## src/rtl/bus_rd_pkg.sv

```systemverilog
package bus_rd_pkg;

    localparam int ADDR_W         = 32;
    localparam int DATA_W         = 32;
    localparam int ATTR_W         = 2;
    localparam int DEF_IGN_W      = 4;
    localparam int DEF_LINE_WORDS = 4;

    typedef enum logic [1:0] {
        SZ_LONG = 2'b00,
        SZ_BYTE = 2'b01,
        SZ_WORD = 2'b10,
        SZ_LINE = 2'b11
    } xfer_size_e;

    typedef enum logic [1:0] {
        ST_IDLE,
        ST_START,
        ST_WAIT,
        ST_ACKW
    } rd_state_e;

    typedef struct packed {
        logic [ADDR_W-1:0] addr;
        xfer_size_e        size;
        logic [ATTR_W-1:0] attr;
        logic              cacheable;
        logic              lock;
    } rd_req_t;

    function automatic logic is_line(input xfer_size_e s);
        return s == SZ_LINE;
    endfunction

endpackage

```

## src/rtl/rd_ign_timer.sv

```systemverilog
module rd_ign_timer #(
    parameter int W = 4
) (
    input  logic         clk,
    input  logic         rst,
    input  logic         load,
    input  logic [W-1:0] load_val,
    output logic         last
);
    logic [W-1:0] cnt_q;

    always_ff @(posedge clk) begin
        if (rst) begin
            cnt_q <= '0;
        end else if (load) begin
            cnt_q <= load_val;
        end else if (cnt_q != '0) begin
            cnt_q <= cnt_q - W'(1);
        end
    end

    assign last = (cnt_q == W'(1));
endmodule

```

## src/rtl/rd_line_buf.sv

```systemverilog
module rd_line_buf #(
    parameter int DW    = 32,
    parameter int WORDS = 4,
    localparam int SW   = $clog2(WORDS)
) (
    input  logic              clk,
    input  logic              rst,
    input  logic              clear,
    input  logic              wr_en,
    input  logic [SW-1:0]     wr_slot,
    input  logic [DW-1:0]     wr_data,
    output logic [WORDS*DW-1:0] line
);
    for (genvar w = 0; w < WORDS; w++) begin : g_word
        logic [DW-1:0] word_q;
        always_ff @(posedge clk) begin
            if (rst || clear) begin
                word_q <= '0;
            end else if (wr_en && wr_slot == SW'(w)) begin
                word_q <= wr_data;
            end
        end
        assign line[w*DW +: DW] = word_q;
    end
endmodule

```

## src/rtl/bus_read_ctrl.sv

```systemverilog
module bus_read_ctrl
    import bus_rd_pkg::*;
#(
    parameter int IGN_W      = DEF_IGN_W,
    parameter int LINE_WORDS = DEF_LINE_WORDS
) (
    input  logic                         clk,
    input  logic                         rst,
    input  logic                         req_valid,
    output logic                         req_ready,
    input  logic [ADDR_W-1:0]            req_addr,
    input  logic [1:0]                   req_size,
    input  logic [ATTR_W-1:0]            req_attr,
    input  logic                         req_cacheable,
    input  logic                         req_lock,
    input  logic                         cfg_ign_en,
    input  logic [IGN_W-1:0]             cfg_ign_cnt,
    output logic [ADDR_W-1:0]            bus_addr,
    output logic [1:0]                   bus_size,
    output logic                         bus_rnw,
    output logic [ATTR_W-1:0]            bus_attr,
    output logic                         bus_cinh,
    output logic                         bus_lock,
    output logic                         bus_start,
    output logic                         bus_busy,
    output logic                         bus_status,
    input  logic                         bus_ack,
    input  logic                         bus_burst_inh,
    input  logic [DATA_W-1:0]            bus_rdata,
    output logic                         rsp_valid,
    output logic [LINE_WORDS*DATA_W-1:0] rsp_line
);
    localparam int SLOT_W    = $clog2(LINE_WORDS);
    localparam int OFS_W     = SLOT_W + 2;
    localparam logic [SLOT_W-1:0] LAST_BEAT = SLOT_W'(LINE_WORDS - 1);

    rd_state_e           state_q, state_d;
    rd_req_t             req_q, req_in;
    logic [SLOT_W-1:0]   slot_q;
    logic [SLOT_W-1:0]   beat_q;
    logic                fb_q;
    logic                stat_q;
    logic                rsp_q;

    logic                accept;
    logic                take_ack;
    logic                line_req;
    logic                wait_last;
    logic [IGN_W-1:0]    ign_val;
    logic                finish;
    logic                go_fallback;
    logic [SLOT_W-1:0]   wr_slot;

    assign req_in.addr      = req_addr;
    assign req_in.size      = xfer_size_e'(req_size);
    assign req_in.attr      = req_attr;
    assign req_in.cacheable = req_cacheable;
    assign req_in.lock      = req_lock;

    assign accept    = (state_q == ST_IDLE) && req_valid;
    assign take_ack  = (state_q == ST_ACKW) && bus_ack;
    assign line_req  = is_line(req_q.size);
    assign ign_val   = cfg_ign_en ? cfg_ign_cnt : '0;

    assign go_fallback = take_ack && line_req && !fb_q && (beat_q == '0) && bus_burst_inh;
    assign finish      = take_ack && (!line_req || (beat_q == LAST_BEAT));
    assign wr_slot     = line_req ? slot_q : '0;

    rd_ign_timer #(.W(IGN_W)) u_timer (
        .clk      (clk),
        .rst      (rst),
        .load     (state_q == ST_START),
        .load_val (ign_val),
        .last     (wait_last)
    );

    rd_line_buf #(.DW(DATA_W), .WORDS(LINE_WORDS)) u_buf (
        .clk     (clk),
        .rst     (rst),
        .clear   (accept),
        .wr_en   (take_ack),
        .wr_slot (wr_slot),
        .wr_data (bus_rdata),
        .line    (rsp_line)
    );

    always_comb begin
        state_d = state_q;
        unique case (state_q)
            ST_IDLE:  if (req_valid) state_d = ST_START;
            ST_START: state_d = (ign_val == '0) ? ST_ACKW : ST_WAIT;
            ST_WAIT:  if (wait_last) state_d = ST_ACKW;
            ST_ACKW: begin
                if (finish)            state_d = ST_IDLE;
                else if (go_fallback)  state_d = ST_START;
                else if (take_ack && fb_q) state_d = ST_START;
            end
            default:  state_d = ST_IDLE;
        endcase
    end

    always_ff @(posedge clk) begin
        if (rst) begin
            state_q <= ST_IDLE;
            req_q   <= '0;
            slot_q  <= '0;
            beat_q  <= '0;
            fb_q    <= 1'b0;
            stat_q  <= 1'b0;
            rsp_q   <= 1'b0;
        end else begin
            state_q <= state_d;
            stat_q  <= (state_d == ST_ACKW) && (state_q != ST_ACKW);
            rsp_q   <= finish;
            if (accept) begin
                req_q  <= req_in;
                slot_q <= req_addr[OFS_W-1:2];
                beat_q <= '0;
                fb_q   <= 1'b0;
            end else if (take_ack && !finish) begin
                slot_q <= slot_q + SLOT_W'(1);
                beat_q <= beat_q + SLOT_W'(1);
                if (go_fallback) fb_q <= 1'b1;
            end
        end
    end

    assign req_ready  = (state_q == ST_IDLE);
    assign bus_busy   = (state_q != ST_IDLE);
    assign bus_start  = (state_q == ST_START);
    assign bus_status = stat_q;
    assign rsp_valid  = rsp_q;
    assign bus_rnw    = 1'b1;
    assign bus_addr   = !bus_busy ? '0 :
                        fb_q ? {req_q.addr[ADDR_W-1:OFS_W], slot_q, 2'b00} : req_q.addr;
    assign bus_size   = (bus_busy && !fb_q) ? req_q.size : SZ_LONG;
    assign bus_attr   = bus_busy ? req_q.attr : '0;
    assign bus_cinh   = bus_busy && !req_q.cacheable;
    assign bus_lock   = bus_busy && req_q.lock;
endmodule

```

## config.mk

```make
export PLATFORM = sky130hd
export DESIGN_NAME = bus_read_ctrl
export DESIGN_NICKNAME = d
export VERILOG_FILES = /design/src/rtl/bus_rd_pkg.sv /design/src/rtl/rd_ign_timer.sv /design/src/rtl/rd_line_buf.sv /design/src/rtl/bus_read_ctrl.sv
export SDC_FILE = /design/constraint.sdc
export NUM_CORES = 1
export LEC_CHECK = 0
export ABC_AREA = 1
export CAP_MARGIN = 30
export CELL_PAD_IN_SITES_DETAIL_PLACEMENT = 0
export CELL_PAD_IN_SITES_GLOBAL_PLACEMENT = 1
export CORE_AREA = 5 5 163 165
export CTS_BUF_LIST = sky130_fd_sc_hd__clkbuf_2
export DETAILED_ROUTE_END_ITERATION = 12
export DIE_AREA = 0 0 168 170
export GPL_ROUTABILITY_DRIVEN = 0
export PLACE_DENSITY_LB_ADDON = 0.1
export SETUP_SLACK_MARGIN = 0.05
export SKIP_LAST_GASP = 1
export SLEW_MARGIN = 30
export SYNTH_ARGS = -nofsm -noshare
export SYNTH_HDL_FRONTEND = slang
export SYNTH_SLANG_ARGS = --single-unit
```

## constraint.sdc

```tcl
create_clock -name clk -period 1.4 [get_ports clk]
set_input_delay 0.21 -clock clk [delete_from_list [all_inputs] [get_ports clk]]
set_output_delay 0.21 -clock clk [all_outputs]
set_load 0.02 [all_outputs]
```

==> results of run 1 <==
power by group through the flow:
| stage | sequential (uW) | clock (uW) | combinational [uW] |
|---|---|---|---|
| after floorplan | 5460 | 0 | 959 |
| after detailed placement | 5460 | 0 | 1730 |
| after CTS | 5370 | 2790 | 1850 |
| final | 5370 | 2600 | 1880 |
| after global placement | 5460 | 0 | 1730 |
| after global routing | 5390 | 2970 | 2120 |
final timing paths:
check                                  start                   endpoint
worst max-delay path              state_q[1]               bus_addr[19]
worst min register to register      req_q[1]                   req_q[1]
worst max register to register    state_q[1]                  req_q[10]
worst min-delay path            bus_rdata[7]  u_buf.g_word[0].word_q[7]
registers in the layout, indices dropped and copies added (netlist names):
register             count
req_q                   38
fb_q                     1
u_timer.cnt_q            4
beat_q                   2
u_buf.g_word.word_q    128
slot_q                   2
rsp_valid                1
bus_status               1
state_q                  2
final cells by class:
class	instances	area [um2]
Antenna cell	2	5.005
Clock buffer	18	90.09
Clock inverter	13	126.4
Fill cell	2602	13550
Inverter	92	355.3
Multi-Input combinational cell	688	2928
Sequential cell	179	3751
Tap cell	330	412.9
Timing Repair Buffer	339	3677
routing by layer:
layer  vias up  global-route usage
met4         2             0.02964
met1      3027              0.1970
met2       172              0.2607
met5         -                   0
met3         8             0.06039
li1       3643                   -
synth_stat cells:
library cell | n | area, um2
sky130_fd_sc_hd__dfxtp_1 | 179 | 3583
sky130_fd_sc_hd__buf_6 | 16 | 180.2
sky130_fd_sc_hd__buf_1 | 1 | 3.750
sky130_fd_sc_hd__nor2_1 | 310 | 1164
sky130_fd_sc_hd__buf_4 | 10 | 75.07
sky130_fd_sc_hd__or2_2 | 1 | 6.260
sky130_fd_sc_hd__nand2_4 | 1 | 11.26
sky130_fd_sc_hd__conb_1 | 1 | 3.750
sky130_fd_sc_hd__o22ai_1 | 1 | 6.260
sky130_fd_sc_hd__nand3_1 | 9 | 45.04
sky130_fd_sc_hd__a31oi_1 | 1 | 6.260
sky130_fd_sc_hd__buf_2 | 15 | 75.07
sky130_fd_sc_hd__nand4_1 | 1 | 6.260
sky130_fd_sc_hd__nand2_1 | 264 | 991.0
sky130_fd_sc_hd__nand2_2 | 2 | 12.51
sky130_fd_sc_hd__clkbuf_1 | 9 | 33.78
sky130_fd_sc_hd__a21oi_1 | 7 | 35.03
sky130_fd_sc_hd__nor2_8 | 4 | 80.08
sky130_fd_sc_hd__o21ai_1 | 13 | 65.06
sky130_fd_sc_hd__o31ai_1 | 1 | 7.510
sky130_fd_sc_hd__o21ai_0 | 63 | 315.3
sky130_fd_sc_hd__and3_1 | 2 | 12.51
sky130_fd_sc_hd__o211ai_1 | 1 | 7.510
sky130_fd_sc_hd__ha_1 | 5 | 62.56
sky130_fd_sc_hd__nor2_4 | 1 | 11.26
sky130_fd_sc_hd__inv_2 | 3 | 11.26
sky130_fd_sc_hd__inv_1 | 89 | 334.1
tightest hold or removal path: stages:
cell,delay (ps)
sky130_fd_sc_hd__clkdlybuf4s50_1,420
sky130_fd_sc_hd__o21ai_0,190
sky130_fd_sc_hd__nor2_1,40
kinds of logic (layout without fill, tap and decap cells):
logic type      after synthesis  count (layout)
simple gates                595             595
other cells                   1               3
compound gates               87              87
flops                       179             179
buf+inv                     143             462
fa+ha+maj                     5               5
stage by stage:
| step | TNS (ps) | cell area (um2) |
|---|---|---|
| 5_1_grt | -88050 | 11350 |
| 3_3_place_gp | -40480 | 10210 |
| 3_5_place_dp | -43050 | 10210 |
| 6_report | -35980 | 11350 |
| 4_1_cts | -68510 | 11230 |
| 2_1_floorplan | 0 | 7156 |
what timing repair did:
action | in CTS | in global routing
pin swaps | 0 | 1
cloned | 2 | 0
hold buffers | 42 | 3
setup endpoints to repair | 344 | 347
hold endpoints to repair | 43 | 3
setup buffers | 0 | 1
gates resized for setup | 1004 | 29
==> results.sh, run 1 <==
export IMPL_power_switching_fraction=0.3087
export IMPL_remaining_drc_errors=0
export IMPL_clock_power_share=0.264
export IMPL_hold_path_class="input port to register"
export IMPL_critical_path_buf_inv_count=2
export IMPL_synth_adder_area_share=0.008755
export IMPL_finalWorstPathRequiredPeriod_ps=2020
export IMPL_layout_cells_most_common="sky130_fd_sc_hd__nor2_1"
export IMPL_timing_max_transition_violations_final=0
export IMPL_synth_cell_area_mm2=0.007146
export IMPL_design_die_area_mm2=0.02856
export IMPL_placement_rows=58
export IMPL_cts_tree="done"
export IMPL_antenna_violations_before_repair=2
export IMPL_cts_buffers=17
export IMPL_critical_path_depth=4
export IMPL_synth_simple_gate_area_share=0.3274
export IMPL_setup_repair_after_global_routing_missed_its_margin="true"
export IMPL_sequentialPowerShare=0.545
export IMPL_route_met2_wl_mm=10.50
export IMPL_layout_worst_path_cycle_share=1.443
export IMPL_detailedRoute_firstIterationViolations=265
export IMPL_net_switching_power_of_the_design_uw=3041
export IMPL_criticalPathCategory="register to output port"
export IMPL_synth_top_family_by_area="simple AND/OR/NAND/NOR gates"
export IMPL_layout_cells_most_common_list="304 x sky130_fd_sc_hd__nor2_1, 262 x sky130_fd_sc_hd__nand2_1, 138 x sky130_fd_sc_hd__buf_6, 131 x sky130_fd_sc_hd__dfxtp_2, 87 x sky130_fd_sc_hd__inv_1"
export IMPL_place_inst=1580
export IMPL_synth_ff_latch_count=179
export IMPL_io_pin_count=252
export IMPL_timing_critical_path_cells="nor2_4 > buf_12 > nor2_1 > dlygate4sd2_1"
export IMPL_critical_path_slowest_cell="sky130_fd_sc_hd__dfxtp_2"
export IMPL_ys_warn_count=0
export IMPL_netlist_cell_type_count=27
export IMPL_end_kind="output port"
export IMPL_placement_io_buffers=250
export IMPL_fmax_mhz=494.9
export IMPL_run_status="complete, but fails checks"
export IMPL_met3_length_mm=1.723
export IMPL_compound_gate_fraction_of_synth_area=0.06199
export IMPL_reg2reg_setup_slack_ps=-210
export IMPL_synthesis_nets=1095
export IMPL_htree_levels=4
export IMPL_cellLeakagePower_uw=0.004880
export IMPL_route_layer_met1_wl_mm=10.32
export IMPL_worstPathRequired_ps=1190
export IMPL_detail_route_first_pass_iterations=4
export IMPL_fraction_of_final_layout_cells_with_drive_strength_greater_than_1=0.2792
export IMPL_hold_viol=0
export IMPL_mux_share_of_post_synthesis_cell_area=0
export IMPL_power_ir_vdd_worst_v=0.0004447
export IMPL_areaGrowthSynthToFinish_pct=58.78
export IMPL_clkTransAtPathRegs_ps=300
export IMPL_dr_total_vias=6852
export IMPL_yosysSeqAreaShare=0.5015
export IMPL_power_report_internal_total_uw=6810
export IMPL_drt_total_wl_mm=22.71
export IMPL_worst_r2r_cell_count=8
export IMPL_finalHoldWorstSlack_ps=135.8
export IMPL_report_power_total_uw=9851
export IMPL_place_detailed_hpwl_mm=16.19
export IMPL_clkLatencyLatePin_ps=710
export IMPL_core_area_mm2=0.02489
export IMPL_drv_cap=0
export IMPL_grt_start_max_net_pins=42
export IMPL_synth_xor_xnor_area_share=0
export IMPL_worst_path_largest_cell_delay_ps=390
export IMPL_path_delay_family="buffers and inverters"
export IMPL_dr_max_layer_used="met5"
export IMPL_finalClockSkew_ps=43.78
export IMPL_cts_root_buf="sky130_fd_sc_hd__clkbuf_2"
export IMPL_final_setup_slack_of_the_worst_path_ps=-620.5
export IMPL_post_route_util=0.4558
export IMPL_critical_path_source_type="register"
export IMPL_die_w_um=168
export IMPL_clk_sink_count=179
export IMPL_setup_viol=277
export IMPL_stdcell_count=1661
export IMPL_initial_utilization=0.2871
export IMPL_violated_checks="negative setup slack"
export IMPL_vias_in_the_first_global_route=6730
export IMPL_clock_path_buffers=2
export IMPL_ant_nets=0
export IMPL_die_height_um=170
export IMPL_arrival_ps=1810
export IMPL_synthesis_instances=1010
export IMPL_final_net_count=1402
export IMPL_wire_per_inst_um=13.67
export IMPL_whs_path_depth=3
export IMPL_combinationalPowerShare=0.191
export IMPL_detail_route_vias_per_cell=4.125
export IMPL_place_ws_ps=-315.9
export IMPL_overflow=0
export IMPL_grtUsageTotal=0.1571
export IMPL_power_density_normalized_to_cell_area_mw_per_mm2=868.2
export IMPL_timing_critical_path_fanout_max=35
export IMPL_grt_pass1_wl_mm=36.14
export IMPL_synth_area_per_cell_um2=7.075
No activity file was read; power rests on OpenSTA's default activity.
==> run 2: changes to the inputs <==
- CELL_PAD_IN_SITES_DETAIL_PLACEMENT: 0 -> unset
- CELL_PAD_IN_SITES_GLOBAL_PLACEMENT: 1 -> unset
- CORE_AREA: 5 5 163 165 -> 5 5 137 139
- DIE_AREA: 0 0 168 170 -> 0 0 142 144
- PLACE_DENSITY: unset -> 0.77
- PLACE_DENSITY_LB_ADDON: 0.1 -> unset
==> results.sh, run 2 (synthesized netlist as in run 1, its figures left out) <==
export IMPL_die_w_um=142
export IMPL_place_detailed_hpwl_mm=15.81
export IMPL_power_ir_vdd_worst_v=0.0007435
export IMPL_grt_start_max_net_pins=38
export IMPL_detailedRoute_firstIterationViolations=391
export IMPL_fraction_of_final_layout_cells_with_drive_strength_greater_than_1=0.3517
export IMPL_global_route_peak_usage_layer="met2"
export IMPL_placement_io_buffers=250
export IMPL_timing_max_transition_violations_final=0
export IMPL_remaining_drc_errors=0
export IMPL_postPlaceCellArea_mm2=0.01019
export IMPL_cts_buffers=17
export IMPL_dr_total_vias=7598
export IMPL_wire_per_inst_um=16.23
export IMPL_grtUsageTotal=0.2500
export IMPL_clkTransAtPathRegs_ps=260
export IMPL_final_net_count=1431
export IMPL_whs_path_depth=3
export IMPL_timing_hold_worst_start="bus_rdata[30]"
export IMPL_worst_r2r_cell_count=10
export IMPL_worstPathRequired_ps=1190
export IMPL_run_status="complete, but fails checks"
export IMPL_clk_sink_count=179
export IMPL_setup_viol=343
export IMPL_overflow=0
export IMPL_layout_worst_path_cycle_share=1.424
export IMPL_cts_root_buf="sky130_fd_sc_hd__clkbuf_2"
export IMPL_global_route_usage_met3=0.07440
export IMPL_io_pin_count=252
export IMPL_power_density_normalized_to_cell_area_mw_per_mm2=859.0
export IMPL_violated_checks="negative setup slack"
export IMPL_clock_path_buffers=2
export IMPL_finish_instance_area_mm2=0.01191
export IMPL_timing_critical_path_cells="nor2_4 > buf_8 > buf_6 > nor2_2 > buf_6"
export IMPL_placement_rows=49
export IMPL_hold_end="u_buf.g_word[0].word_q[30]"
export IMPL_initial_utilization=0.4075
export IMPL_path_delay_family="buffers and inverters"
export IMPL_timing_critical_path_fanout_max=6
export IMPL_finalClockSkew_ps=32.18
export IMPL_criticalPathCategory="register to output port"
export IMPL_clkLatencyLatePin_ps=740
export IMPL_largest_register_ff_count=128
export IMPL_core_area_mm2=0.01753
export IMPL_drv_cap=0
export IMPL_grt_pass1_wl_mm=40.29
export IMPL_worst_r2r_endpoint="req_q[3]"
export IMPL_antenna_violations_before_repair=0
export IMPL_htree_levels=4
export IMPL_cpMostUsedCell="sky130_fd_sc_hd__buf_6"
export IMPL_reg2reg_setup_slack_ps=-520
export IMPL_fmax_mhz=501.5
export IMPL_registers_top_by_ff_count="u_buf.g_word.word_q"
export IMPL_hold_viol=0
export IMPL_detail_route_vias_per_cell=4.785
export IMPL_critical_path_buf_inv_count=3
export IMPL_ant_nets=0
export IMPL_rr_startpoint="state_q[0]"
export IMPL_cts_tree="done"
export IMPL_layout_cells_most_common="sky130_fd_sc_hd__nor2_1"
export IMPL_setup_repair_after_global_routing_missed_its_margin="true"
export IMPL_groute_layer_met1_usage=0.2829
export IMPL_critical_path_source_type="register"
export IMPL_final_setup_slack_of_the_worst_path_ps=-594.1
export IMPL_hold_path_class="input port to register"
export IMPL_place_inst=1493
export IMPL_arrival_ps=1780
export IMPL_cellLeakagePower_uw=0.005102
export IMPL_globalRouteMet2Util=0.4412
export IMPL_worst_path_largest_cell_delay_ps=420
export IMPL_layout_cells_most_common_list="271 x sky130_fd_sc_hd__nor2_1, 258 x sky130_fd_sc_hd__nand2_1, 181 x sky130_fd_sc_hd__buf_6, 131 x sky130_fd_sc_hd__dfxtp_2, 87 x sky130_fd_sc_hd__inv_1"
export IMPL_die_height_um=144
export IMPL_areaGrowthSynthToFinish_pct=66.64
export IMPL_critical_path_slowest_cell="sky130_fd_sc_hd__dfxtp_4"
export IMPL_end_kind="output port"
export IMPL_stdcell_count=1588
export IMPL_detail_route_first_pass_iterations=5
export IMPL_num_antenna_cells=0
export IMPL_finalWorstPathRequiredPeriod_ps=1994
export IMPL_drt_total_wl_mm=25.77
export IMPL_top_regs="u_buf.g_word.word_q x128, req_q x38, u_timer.cnt_q x4"
export IMPL_design_die_area_mm2=0.02045
export IMPL_vias_in_the_first_global_route=7865
## run 2: cell count changes in the layout (fill, tap and decap cells not counted), sizes merged, moves of 2 or more
cell	previous run	this run
dlygate4sd2	32	0
clkinv	2	10
inv	97	94
diode	2	0
buf	180	238
bufbuf	2	10
dlygate4sd3	45	40
## run 2: tightest hold or removal path: stages
cell                              delay, ps
sky130_fd_sc_hd__clkdlybuf4s50_1        440
sky130_fd_sc_hd__o21ai_2                140
sky130_fd_sc_hd__nor2_1                  30
## run 2: worst max-delay path by stage
stage | from | endpoint | slack (ps) | cells past startpoint
6_report | state_q[0] | bus_addr[30] | -590 | 5
5_1_grt | state_q[0] | bus_addr[30] | -710 | 5
4_1_cts | state_q[0] | bus_addr[23] | -680 | 6
3_5_place_dp | state_q[0] | bus_addr[1] | -300 | 5
3_3_place_gp | state_q[0] | bus_addr[12] | -310 | 5
2_1_floorplan | state_q[0] | u_buf.g_word[1].word_q[31] | 70 | 8
## run 2: final cells by class
class	instances	area, um2
fillers	1339	5627
repair buffers	367	4233
flip-flops and latches	179	3751
multi-input cells	688	3084
inverters	92	360.3
well taps	229	286.5
clock inverters	15	91.34
clock buffers	17	85.08
repair inverters	1	16.27
## run 2: layer usage
| layer | vias to the layer above | part of all wire |
|---|---|---|
| met4 | 0 | 0.032 |
| met1 | 3520 | 0.39 |
| met2 | 310 | 0.50 |
| met5 | - | 0 |
| met3 | 60 | 0.083 |
| li1 | 3708 | - |
## run 2: what timing repair did
action                     4_1_cts  5_1_grt
gates resized for setup       1243       25
setup buffers                   14        3
hold endpoints to repair        41        0
gates cloned                    12        0
pin swaps                        4        7
hold buffers                    40        0
setup endpoints to repair      343      350
## run 2: stage by stage
stage          power [uW]  utilization  hold slack, ps  TNS, ps  setup slack, ps
2_1_floorplan        6423            -           320.2        0            69.67
3_3_place_gp         7192       0.5813           433.2   -40310           -312.5
3_5_place_dp         7239       0.5813           441.4   -45210           -296.0
4_1_cts             10120       0.6774           1.519   -87270           -680.6
5_1_grt             10720       0.6791           31.47  -120130           -707.3
6_report            10230       0.6791           97.87   -89940           -594.1
## run 2: where the power goes
part           switching [uW]  internal (uW)
clock network            1840            440
logic                    1300           1270
registers                 109           5280
==> run 3: changes to the inputs <==
- TNS_END_PERCENT: unset -> 30
==> results.sh, run 3 (synthesized netlist as in run 1, its figures left out) <==
export IMPL_criticalPathCategory="register to output port"
export IMPL_layout_cells_most_common="sky130_fd_sc_hd__nor2_1"
export IMPL_n_fill_cell=1442
export IMPL_setup_viol=343
export IMPL_fmax_mhz=488.9
export IMPL_grtUsageTotal=0.2133
export IMPL_registers_top_by_ff_count="u_buf.g_word.word_q"
export IMPL_io_pin_count=252
export IMPL_overflow=0
export IMPL_grt_start_max_net_pins=38
export IMPL_top_regs="u_buf.g_word.word_q x128, req_q x38, u_timer.cnt_q x4"
export IMPL_ant_nets=0
export IMPL_finalWorstPathRequiredPeriod_ps=2045
export IMPL_detail_route_vias_per_cell=4.625
export IMPL_post_route_util=0.6475
export IMPL_initial_utilization=0.4075
export IMPL_design_die_area_mm2=0.02045
export IMPL_cts_buffers=17
export IMPL_place_inst=1481
export IMPL_finalHoldWorstSlack_ps=81.27
export IMPL_place_detailed_hpwl_mm=15.65
export IMPL_grt_pass1_wl_mm=34.62
export IMPL_run_status="complete, but fails checks"
export IMPL_wire_per_inst_um=14.32
export IMPL_hold_viol=0
export IMPL_detailedRoute_firstIterationViolations=375
export IMPL_detail_route_first_pass_iterations=5
export IMPL_place_ws_ps=-386.7
export IMPL_violated_checks="negative setup slack"
export IMPL_cts_root_buf="sky130_fd_sc_hd__clkbuf_2"
export IMPL_antenna_violations_before_repair=1
export IMPL_clkTransAtPathRegs_ps=260
export IMPL_areaGrowthSynthToFinish_pct=58.89
export IMPL_cellLeakagePower_uw=0.004891
export IMPL_final_net_count=1420
export IMPL_final_setup_slack_of_the_worst_path_ps=-645.4
export IMPL_placement_rows=49
export IMPL_die_height_um=144
export IMPL_htree_levels=4
export IMPL_worstPathRequired_ps=1190
export IMPL_cts_tree="done"
export IMPL_remaining_drc_errors=0
export IMPL_drt_total_wl_mm=22.60
export IMPL_clock_path_buffers=2
export IMPL_power_ir_vdd_worst_v=0.0005833
export IMPL_stdcell_count=1578
export IMPL_core_area_mm2=0.01753
export IMPL_report_power_total_uw=10310
export IMPL_layout_worst_path_cycle_share=1.461
export IMPL_drv_cap=0
export IMPL_largest_register_ff_count=128
export IMPL_placement_io_buffers=250
export IMPL_dr_total_vias=7298
export IMPL_end_kind="output port"
export IMPL_layout_cells_most_common_list="301 x sky130_fd_sc_hd__nor2_1, 263 x sky130_fd_sc_hd__nand2_1, 141 x sky130_fd_sc_hd__buf_6, 127 x sky130_fd_sc_hd__dfxtp_2, 87 x sky130_fd_sc_hd__inv_1"
export IMPL_arrival_ps=1840
export IMPL_die_w_um=142
export IMPL_timing_critical_path_fanout_max=9
export IMPL_hold_path_class="input port to register"
export IMPL_finalClockSkew_ps=37.64
export IMPL_setup_repair_after_global_routing_missed_its_margin="true"
export IMPL_clk_sink_count=179
export IMPL_power_density_normalized_to_cell_area_mw_per_mm2=907.7
export IMPL_clkLatencyLatePin_ps=760
export IMPL_fraction_of_final_layout_cells_with_drive_strength_greater_than_1=0.3019
export IMPL_vias_in_the_first_global_route=6904
export IMPL_timing_max_transition_violations_final=0
export IMPL_critical_path_source_type="register"
==> run 3: where the power goes <==
part	switching [uW]	internal (uW)	total, uW
logic	1060	955	2020
clock network	1880	1030	2910
registers	102	5280	5380
total	3040	7260	10300
==> run 3: worst max-delay path: stages, from the launching register on <==
cell and delay [ps]:
sky130_fd_sc_hd__dfxtp_2 390, sky130_fd_sc_hd__nor2_4 180, sky130_fd_sc_hd__buf_12 160, sky130_fd_sc_hd__clkbuf_16 150, sky130_fd_sc_hd__nor2_1 50, sky130_fd_sc_hd__buf_4 160
==> run 3: metal layers <==
metal | GRT usage | share of wire | vias to the layer above
met5 | 0 | 0 | -
met4 | 0.07929 | 0.030 | 0
met3 | 0.07341 | 0.093 | 44
met2 | 0.3637 | 0.48 | 285
met1 | 0.2487 | 0.40 | 3293
li1 | - | - | 3676
==> run 3: final timing paths <==
check	startpoint	end	slack, ps	cells past startpoint
worst min-delay path	bus_rdata[4]	u_buf.g_word[0].word_q[4]	80	3
worst max-delay path	state_q[1]	bus_addr[4]	-650	5
worst max register to register	state_q[1]	req_q[0]	-270	9
worst min register to register	req_q[8]	req_q[8]	480	2
==> run 3: through the flow <==
stage          TNS [ps]  area [um2]
2_1_floorplan         0        7147
3_3_place_gp     -48460       10110
3_5_place_dp     -51700       10110
4_1_cts         -104660       11030
5_1_grt          -99680       11350
6_report         -60510       11350
==> run 3: final cells by class <==
cell class                 count  area (um2)  area share
tap                          229       286.5     0.02524
clock buffer                  18       90.09    0.007935
inverter                      92       355.3     0.03130
antenna                        1       2.502   0.0002204
timing repair buffer         357        3767      0.3318
sequential                   179        3746      0.3300
clock inverter                14       176.4     0.01554
multi-input combinational    688        2929      0.2580
==> run 3: timing repair <==
action	4_1_cts	5_1_grt
hold buffers	53	1
buffers inserted	6	4
setup endpoints to repair	341	348
cloned	1	1
pin swaps	2	1
hold endpoints to repair	54	1
resized for setup	633	441
